**config.mk**
```make
export PLATFORM = sky130hd
export DESIGN_NAME = mbt_cond_unit
export DESIGN_NICKNAME = d
export VERILOG_FILES = /design/src/rtl/mbt_pkg.sv /design/src/rtl/mbt_lzc.sv /design/src/rtl/mbt_lead_bit.sv /design/src/rtl/mbt_classify.sv /design/src/rtl/mbt_cond_unit.sv
export SDC_FILE = /design/constraint.sdc
export NUM_CORES = 1
export LEC_CHECK = 0
export BUFFER_PORTS_ARGS = -buffer_cell sky130_fd_sc_hd__buf_2
export CORE_MARGIN = 2
export CORE_UTILIZATION = 53
export CTS_BUF_LIST = sky130_fd_sc_hd__clkbuf_4 sky130_fd_sc_hd__clkbuf_8 sky130_fd_sc_hd__clkbuf_16
export DETAILED_ROUTE_END_ITERATION = 10
export PLACE_DENSITY = 0.91
export REMOVE_ABC_BUFFERS = 1
export SLEW_MARGIN = 20
export SYNTH_ARGS = -nofsm -noshare
export SYNTH_HDL_FRONTEND = slang
export SYNTH_SLANG_ARGS = --single-unit
```
**constraint.sdc**
```tcl
create_clock -name clk -period 0.8 [get_ports clk]
set_clock_uncertainty 0.05 [all_clocks]
set_input_delay 0.16 -clock clk [delete_from_list [all_inputs] [get_ports clk]]
set_output_delay 0.16 -clock clk [all_outputs]
set_load 0.01 [all_outputs]
```
**src/rtl/mbt_pkg.sv**
```systemverilog
package mbt_pkg;

    localparam int unsigned WORD_W = 64;
    localparam int unsigned HALF_W = 32;

    typedef enum logic [1:0] {
        MODE_TEST_N = 2'b00,
        MODE_TEST_W = 2'b01,
        MODE_INS_N  = 2'b10,
        MODE_INS_W  = 2'b11
    } mbt_mode_e;

    typedef enum logic [1:0] {
        CC_0 = 2'd0,
        CC_1 = 2'd1,
        CC_2 = 2'd2,
        CC_3 = 2'd3
    } mbt_cc_e;

    typedef struct packed {
        logic [1:0] code;
    } mbt_state_t;

endpackage

```
**src/rtl/mbt_lzc.sv**
```systemverilog
module mbt_lzc #(
    parameter int unsigned W     = 64,
    localparam int unsigned CNT_W = $clog2(W)
) (
    input  logic [W-1:0]     vec_i,
    output logic [CNT_W-1:0] count_o,
    output logic             zero_o
);
    // Priority encoder: the highest set bit is visited last and wins.
    always_comb begin
        count_o = '0;
        zero_o  = 1'b1;
        for (int i = 0; i < int'(W); i++) begin
            if (vec_i[i]) begin
                count_o = CNT_W'(int'(W) - 1 - i);
                zero_o  = 1'b0;
            end
        end
    end
endmodule

```
**src/rtl/mbt_lead_bit.sv**
```systemverilog
module mbt_lead_bit #(
    parameter int unsigned W     = 64,
    localparam int unsigned CNT_W = $clog2(W)
) (
    input  logic [W-1:0]     data_i,
    input  logic [CNT_W-1:0] shift_i,
    output logic             lead_o
);
    logic [W-1:0] shifted;

    always_comb begin
        shifted = data_i << shift_i;
        lead_o  = shifted[W-1];
    end
endmodule

```
**src/rtl/mbt_classify.sv**
```systemverilog
module mbt_classify
    import mbt_pkg::*;
(
    input  mbt_mode_e  mode_i,
    input  logic       mask_zero_i,
    input  logic       sel_zero_i,
    input  logic       sel_full_i,
    input  logic       lead_i,
    output logic [1:0] code_o
);
    logic insert, wide;

    always_comb begin
        insert = mode_i[1];
        wide   = mode_i[0];
        if (mask_zero_i || sel_zero_i) begin
            code_o = CC_0;
        end else if (!insert) begin
            if (sel_full_i) begin
                code_o = CC_3;
            end else if (wide) begin
                code_o = lead_i ? CC_2 : CC_1;
            end else begin
                code_o = CC_1;
            end
        end else begin
            code_o = lead_i ? CC_1 : CC_2;
        end
    end
endmodule

```
**src/rtl/mbt_cond_unit.sv**
```systemverilog
module mbt_cond_unit
    import mbt_pkg::*;
(
    input  logic              clk,
    input  logic              rst_n,
    input  logic [1:0]        mode_i,
    input  logic [WORD_W-1:0] data_i,
    input  logic [WORD_W-1:0] mask_i,
    output logic [1:0]        code_o
);
    localparam int unsigned CNT_W = $clog2(WORD_W);
    localparam int unsigned HI_W  = WORD_W - HALF_W;

    mbt_mode_e         mode;
    logic [WORD_W-1:0] data_eff, mask_eff, sel;
    logic [CNT_W-1:0]  lz_count;
    logic              mask_zero, lead, sel_zero, sel_full;
    logic [1:0]        code_c;
    mbt_state_t        state_d, state_q;

    // Narrow modes see only the low half of each operand.
    always_comb begin
        mode = mbt_mode_e'(mode_i);
        if (mode_i[0]) begin
            data_eff = data_i;
            mask_eff = mask_i;
        end else begin
            data_eff = {{HI_W{1'b0}}, data_i[HALF_W-1:0]};
            mask_eff = {{HI_W{1'b0}}, mask_i[HALF_W-1:0]};
        end
        sel      = data_eff & mask_eff;
        sel_zero = (sel == '0);
        sel_full = (sel == mask_eff);
    end

    mbt_lzc #(.W(WORD_W)) u_lzc (
        .vec_i   (mask_eff),
        .count_o (lz_count),
        .zero_o  (mask_zero)
    );

    mbt_lead_bit #(.W(WORD_W)) u_lead (
        .data_i  (data_eff),
        .shift_i (lz_count),
        .lead_o  (lead)
    );

    mbt_classify u_cls (
        .mode_i      (mode),
        .mask_zero_i (mask_zero),
        .sel_zero_i  (sel_zero),
        .sel_full_i  (sel_full),
        .lead_i      (lead),
        .code_o      (code_c)
    );

    always_comb begin
        state_d      = state_q;
        state_d.code = code_c;
    end

    always_ff @(posedge clk or negedge rst_n) begin
        if (!rst_n) begin
            state_q <= '0;
        end else begin
            state_q <= state_d;
        end
    end

    assign code_o = state_q.code;
endmodule

```
==> flow_metrics.py, run 1 <==
metrics = {
    "placed_design": {
        "portBuffers": 133,
        "place_congestion": 1.22,
    },
    "synth": {
        "synth_ff_type": "dfrtp_1",
        "ys_async_sr_fraction": 1.00,
        "syn_area_per_cell_um2": 6.40,
        "synth_edf_count": 0,
        "syn_inst": 448,
        "ys_types": 76,
        "netlist_area_mm2": 0.00287,
        "ys_ff_latch": 2,
        "yosysWarnings": 0,
        "ys_seq_area_frac": 0.0175,
    },
    "outcome": {
        "firstError": "[ERROR DPL-0038] Utilization greater than 100%, impossible to legalize",
        "status": "stopped before the end",
        "lastStage": "3_5_place_dp",
    },
    "floorplanning": {
        "initial_core_util": 0.554,
        "die_x_um": 77.5,
        "die_y_um": 77.5,
        "num_rows": 26,
        "top_level_ports": 134,
    },
}
-- cells in the mapped netlist, types with 3 or more instances --
| cell type | count | area share |
|---|---|---|
| a211o_1 | 3 | 0.0092 |
| a211oi_1 | 5 | 0.013 |
| a21o_1 | 3 | 0.0079 |
| a21oi_1 | 21 | 0.037 |
| a221oi_1 | 13 | 0.040 |
| a22o_1 | 7 | 0.021 |
| a22oi_1 | 24 | 0.063 |
| a311oi_1 | 3 | 0.0092 |
| a31oi_1 | 8 | 0.017 |
| and2_1 | 4 | 0.0087 |
| buf_2 | 4 | 0.0070 |
| clkbuf_1 | 3 | 0.0039 |
| inv_1 | 66 | 0.086 |
| mux2i_1 | 9 | 0.031 |
| nand2_1 | 21 | 0.028 |
| nand2b_1 | 4 | 0.0087 |
| nand3_1 | 23 | 0.040 |
| nand4_1 | 9 | 0.020 |
| nor2_1 | 33 | 0.043 |
| nor2b_1 | 10 | 0.022 |
| nor3_1 | 15 | 0.026 |
| nor4_1 | 14 | 0.031 |
| o211ai_1 | 12 | 0.031 |
| o21ai_0 | 24 | 0.042 |
| o21ai_1 | 5 | 0.0087 |
| o221a_2 | 3 | 0.012 |
| o221ai_1 | 6 | 0.018 |
| o22ai_1 | 18 | 0.039 |
| o31ai_1 | 5 | 0.013 |
| o41ai_1 | 6 | 0.018 |
-- cell families after synthesis --
| logic type | synth area share |
|---|---|
| AO/OA/AOI/OAI | 0.540 |
| buffers and inverters | 0.108 |
| flip-flops | 0.0175 |
| multiplexers | 0.0537 |
| AND/OR/NAND/NOR | 0.281 |
-- per-stage QoR --
stage / setup TNS (ps) / cells / worst slack, ps
2_1_floorplan: -4830 / 439 / -2440
3_3_place_gp: -4770 / 865 / -2410
==> inputs of run 2 (changes only) <==
--- a/config.mk
+++ b/config.mk
@@ -7,10 +7,9 @@
 export LEC_CHECK = 0
 export BUFFER_PORTS_ARGS = -buffer_cell sky130_fd_sc_hd__buf_2
 export CORE_MARGIN = 2
-export CORE_UTILIZATION = 53
-export CTS_BUF_LIST = sky130_fd_sc_hd__clkbuf_4 sky130_fd_sc_hd__clkbuf_8 sky130_fd_sc_hd__clkbuf_16
+export CORE_UTILIZATION = 40
 export DETAILED_ROUTE_END_ITERATION = 10
-export PLACE_DENSITY = 0.91
+export PLACE_DENSITY_LB_ADDON = 0.15
 export REMOVE_ABC_BUFFERS = 1
 export SLEW_MARGIN = 20
 export SYNTH_ARGS = -nofsm -noshare
==> run 2 against run 1 <==
  * The flow now finishes, with violations (setup timing)
  * Synthesized cell count unchanged
  * Area after synthesis unchanged
==> flow_metrics.py, run 2 <==
metrics = {
    "synth": {
        "ys_async_sr_fraction": 1.00,
        "yosysWarnings": 0,
        "yosys-top-cells-count": "inv_1, nor2_1, a22oi_1, o21ai_0, nand3_1",
        "netlist_area_mm2": 0.00287,
        "netlist.top_cell.by_area": "inv_1",
        "ys_top_cells_by_area": "inv_1, a22oi_1, nor2_1",
        "syn_area_per_cell_um2": 6.40,
        "ys_seq_area_frac": 0.0175,
        "ys_types": 76,
        "synth_edf_count": 0,
        "netlist.area_leader.share": 0.0865,
        "yosysMostFrequentCell": "inv_1",
        "syn_inst": 448,
        "synth_ff_type": "dfrtp_1",
        "ys_ff_latch": 2,
    },
    "setup_path": {
        "path_buf_inv": 2,
        "cp_slowest_cell": "or4b_4",
        "max_stage_delay_ps": 590,
        "required_ps": 860,
        "critPathArrivalTime_ps": 3080,
        "crit_chain": "buf_6 -> or4b_4 -> o32ai_4 -> nand2_2 -> nor3_4 -> o221a_4 -> buf_4 -> o21ai_1 -> a41o_1 -> o31a_1 -> a32oi_2 -> a41oi_2 -> a311oi_2",
        "crit_path_end_kind": "flip-flop",
        "critPathTopFamily": "compound AO/OA/AOI/OAI gates",
        "startpoint_type": "input port",
        "path_class": "in2reg",
        "worst-path-max-fanout": 10,
    },
    "outcome": {
        "status": "complete, but fails checks",
        "violations": "setup timing",
    },
    "min_path": {
        "whs_endpoint": "code_o[1]$_DFF_PN0_",
        "hp-class": "in2reg",
        "hold_depth": 2,
        "hp-start": "mode_i[1]",
    },
    "final_layout": {
        "nNetsFinal": 958,
        "n_antenna_cell": 0,
        "seq_area_um2": 50.0,
        "synthToLayoutAreaGrowth_pct": 105,
        "layout-drive-gt1-share": 0.542,
        "nFillCells": 442,
        "largest_reg_flops": 2,
        "multi_input_area_mm2": 0.00281,
        "final_cell_mix": "buf_4, buf_2, inv_1",
        "final_common_cell": "buf_4",
        "fin_util": 0.854,
    },
    "power_and_ir_drop": {
        "power_leakage_nw": 2.91,
        "p_total_mw": 4.10,
        "peakVddDrop_mv": 0.487,
        "power_density_mw_per_mm2": 699,
    },
    "timing": {
        "slew_headroom": 0.634,
        "worst_slack_ps": -2220,
        "fin_crit_ps": 3020,
        "finalCritPeriodShare": 3.77,
        "finalHoldViolCount": 0,
        "slew_violations": 0,
        "max_freq_ghz": 0.332,
        "final-setup-viol-count": 4,
        "whs_ps": 120,
        "worst_slew_pin_slew_ps": 549,
        "rsz0062_at_grt": "yes",
    },
    "placed_design": {
        "dp_hpwl_um": 16300,
        "place_congestion": 1.27,
        "portBuffers": 133,
    },
    "floorplanning": {
        "initial_core_util": 0.417,
        "core_mm2": 0.00687,
        "die_x_um": 88.6,
        "die-area_mm2": 0.00786,
        "die_y_um": 88.6,
        "num_rows": 30,
        "top_level_ports": 134,
    },
    "route": {
        "viasPerCell": 6.61,
        "drtIter0Drc": 1087,
        "ant_nets": 0,
        "vias": 6082,
        "routed_wl_um": 20800,
        "wire_per_inst_um": 22.6,
        "firstDrtPassIters": 8,
        "drc": 0,
    },
    "grt": {
        "grt_util_all_layers": 0.473,
        "overflow": 0,
        "grt_pass1_vias": 5594,
        "grt_max_degree": 15,
        "antenna_found_initial": 0,
        "grt_pass1_wl_um": 28300,
    },
    "clocking": {
        "cts_sinks": 2,
        "clk_path_buf_depth": 2,
        "htreeDepth": 1,
        "clockRootBuffer": "clkbuf_8",
        "cts_buffers": 3,
        "cts_tree": "yes",
        "clk_pin_slew_ps": 30,
    },
    "job": {
        "drv_cap": 0,
    },
}
## run 2: cell counts after synthesis
No cell type changed its count.
## run 2: kinds of logic (layout without fill, tap and decap cells)
group           after synthesis  after routing  synth area share
compound gates              202            202             0.540
flops                         2              2            0.0175
mux                          14             14            0.0537
simple gates                153            153             0.281
buf+inv                      77            453             0.108
## run 2: cell type report
cell class              count  share of cell area
clock buffers               3             0.00704
inverters                  68              0.0435
multi-input cells         369               0.479
flip-flops and latches      2             0.00854
well taps                  96              0.0205
repair buffers            382               0.441
## run 2: report_power, final
group | switching, mW | leakage, nW | total [mW] | internal, mW
Clock | 0.0857 | 0.0216 | 0.404 | 0.319
Combinational | 1.85 | 2.86 | 3.58 | 1.72
Sequential | 0.00293 | 0.0227 | 0.120 | 0.117
## run 2: layer usage
layer / vias to the layer above / share of wire / track usage
met5: - / 0 / 0
met4: 0 / 0.089 / 0.216
met3: 228 / 0.16 / 0.169
met2: 599 / 0.42 / 0.746
met1: 2689 / 0.34 / 0.573
li1: 2566 / - / -
## run 2: stage by stage
| stage | instance area [um^2] | TNS [ps] | setup WS [ps] | cells |
|---|---|---|---|---|
| after floorplan | 2810 | -4830 | -2440 | 439 |
| final | 5860 | -4620 | -2220 | 920 |
| after global routing | 5860 | -4820 | -2280 | 920 |
| after CTS | 5690 | -4290 | -2050 | 916 |
| after detailed placement | 5430 | -5220 | -2610 | 912 |
| after global placement | 5430 | -4790 | -2420 | 912 |
## run 2: how the worst max path moves through the flow
stage | from | to | slack [ps] | cells after the start
after floorplan | mask_i[53] | code_o[1]$_DFF_PN0_ | -2440 | 11
after global placement | mask_i[55] | code_o[1]$_DFF_PN0_ | -2420 | 14
after detailed placement | mask_i[41] | code_o[1]$_DFF_PN0_ | -2610 | 13
after CTS | mask_i[15] | code_o[0]$_DFF_PN0_ | -2050 | 13
after global routing | mask_i[30] | code_o[1]$_DFF_PN0_ | -2280 | 14
final | mask_i[39] | code_o[0]$_DFF_PN0_ | -2220 | 13
## run 2: timing repair
action                     4_1_cts  5_1_grt
hold endpoints to repair         2        0
setup buffers                    0        4
gates resized for setup         34       27
pin swaps                       17       18
setup endpoints to repair        4        4
hold buffers                     1        0
gates cloned                     0        0
(Power assumes the default switching activity.)
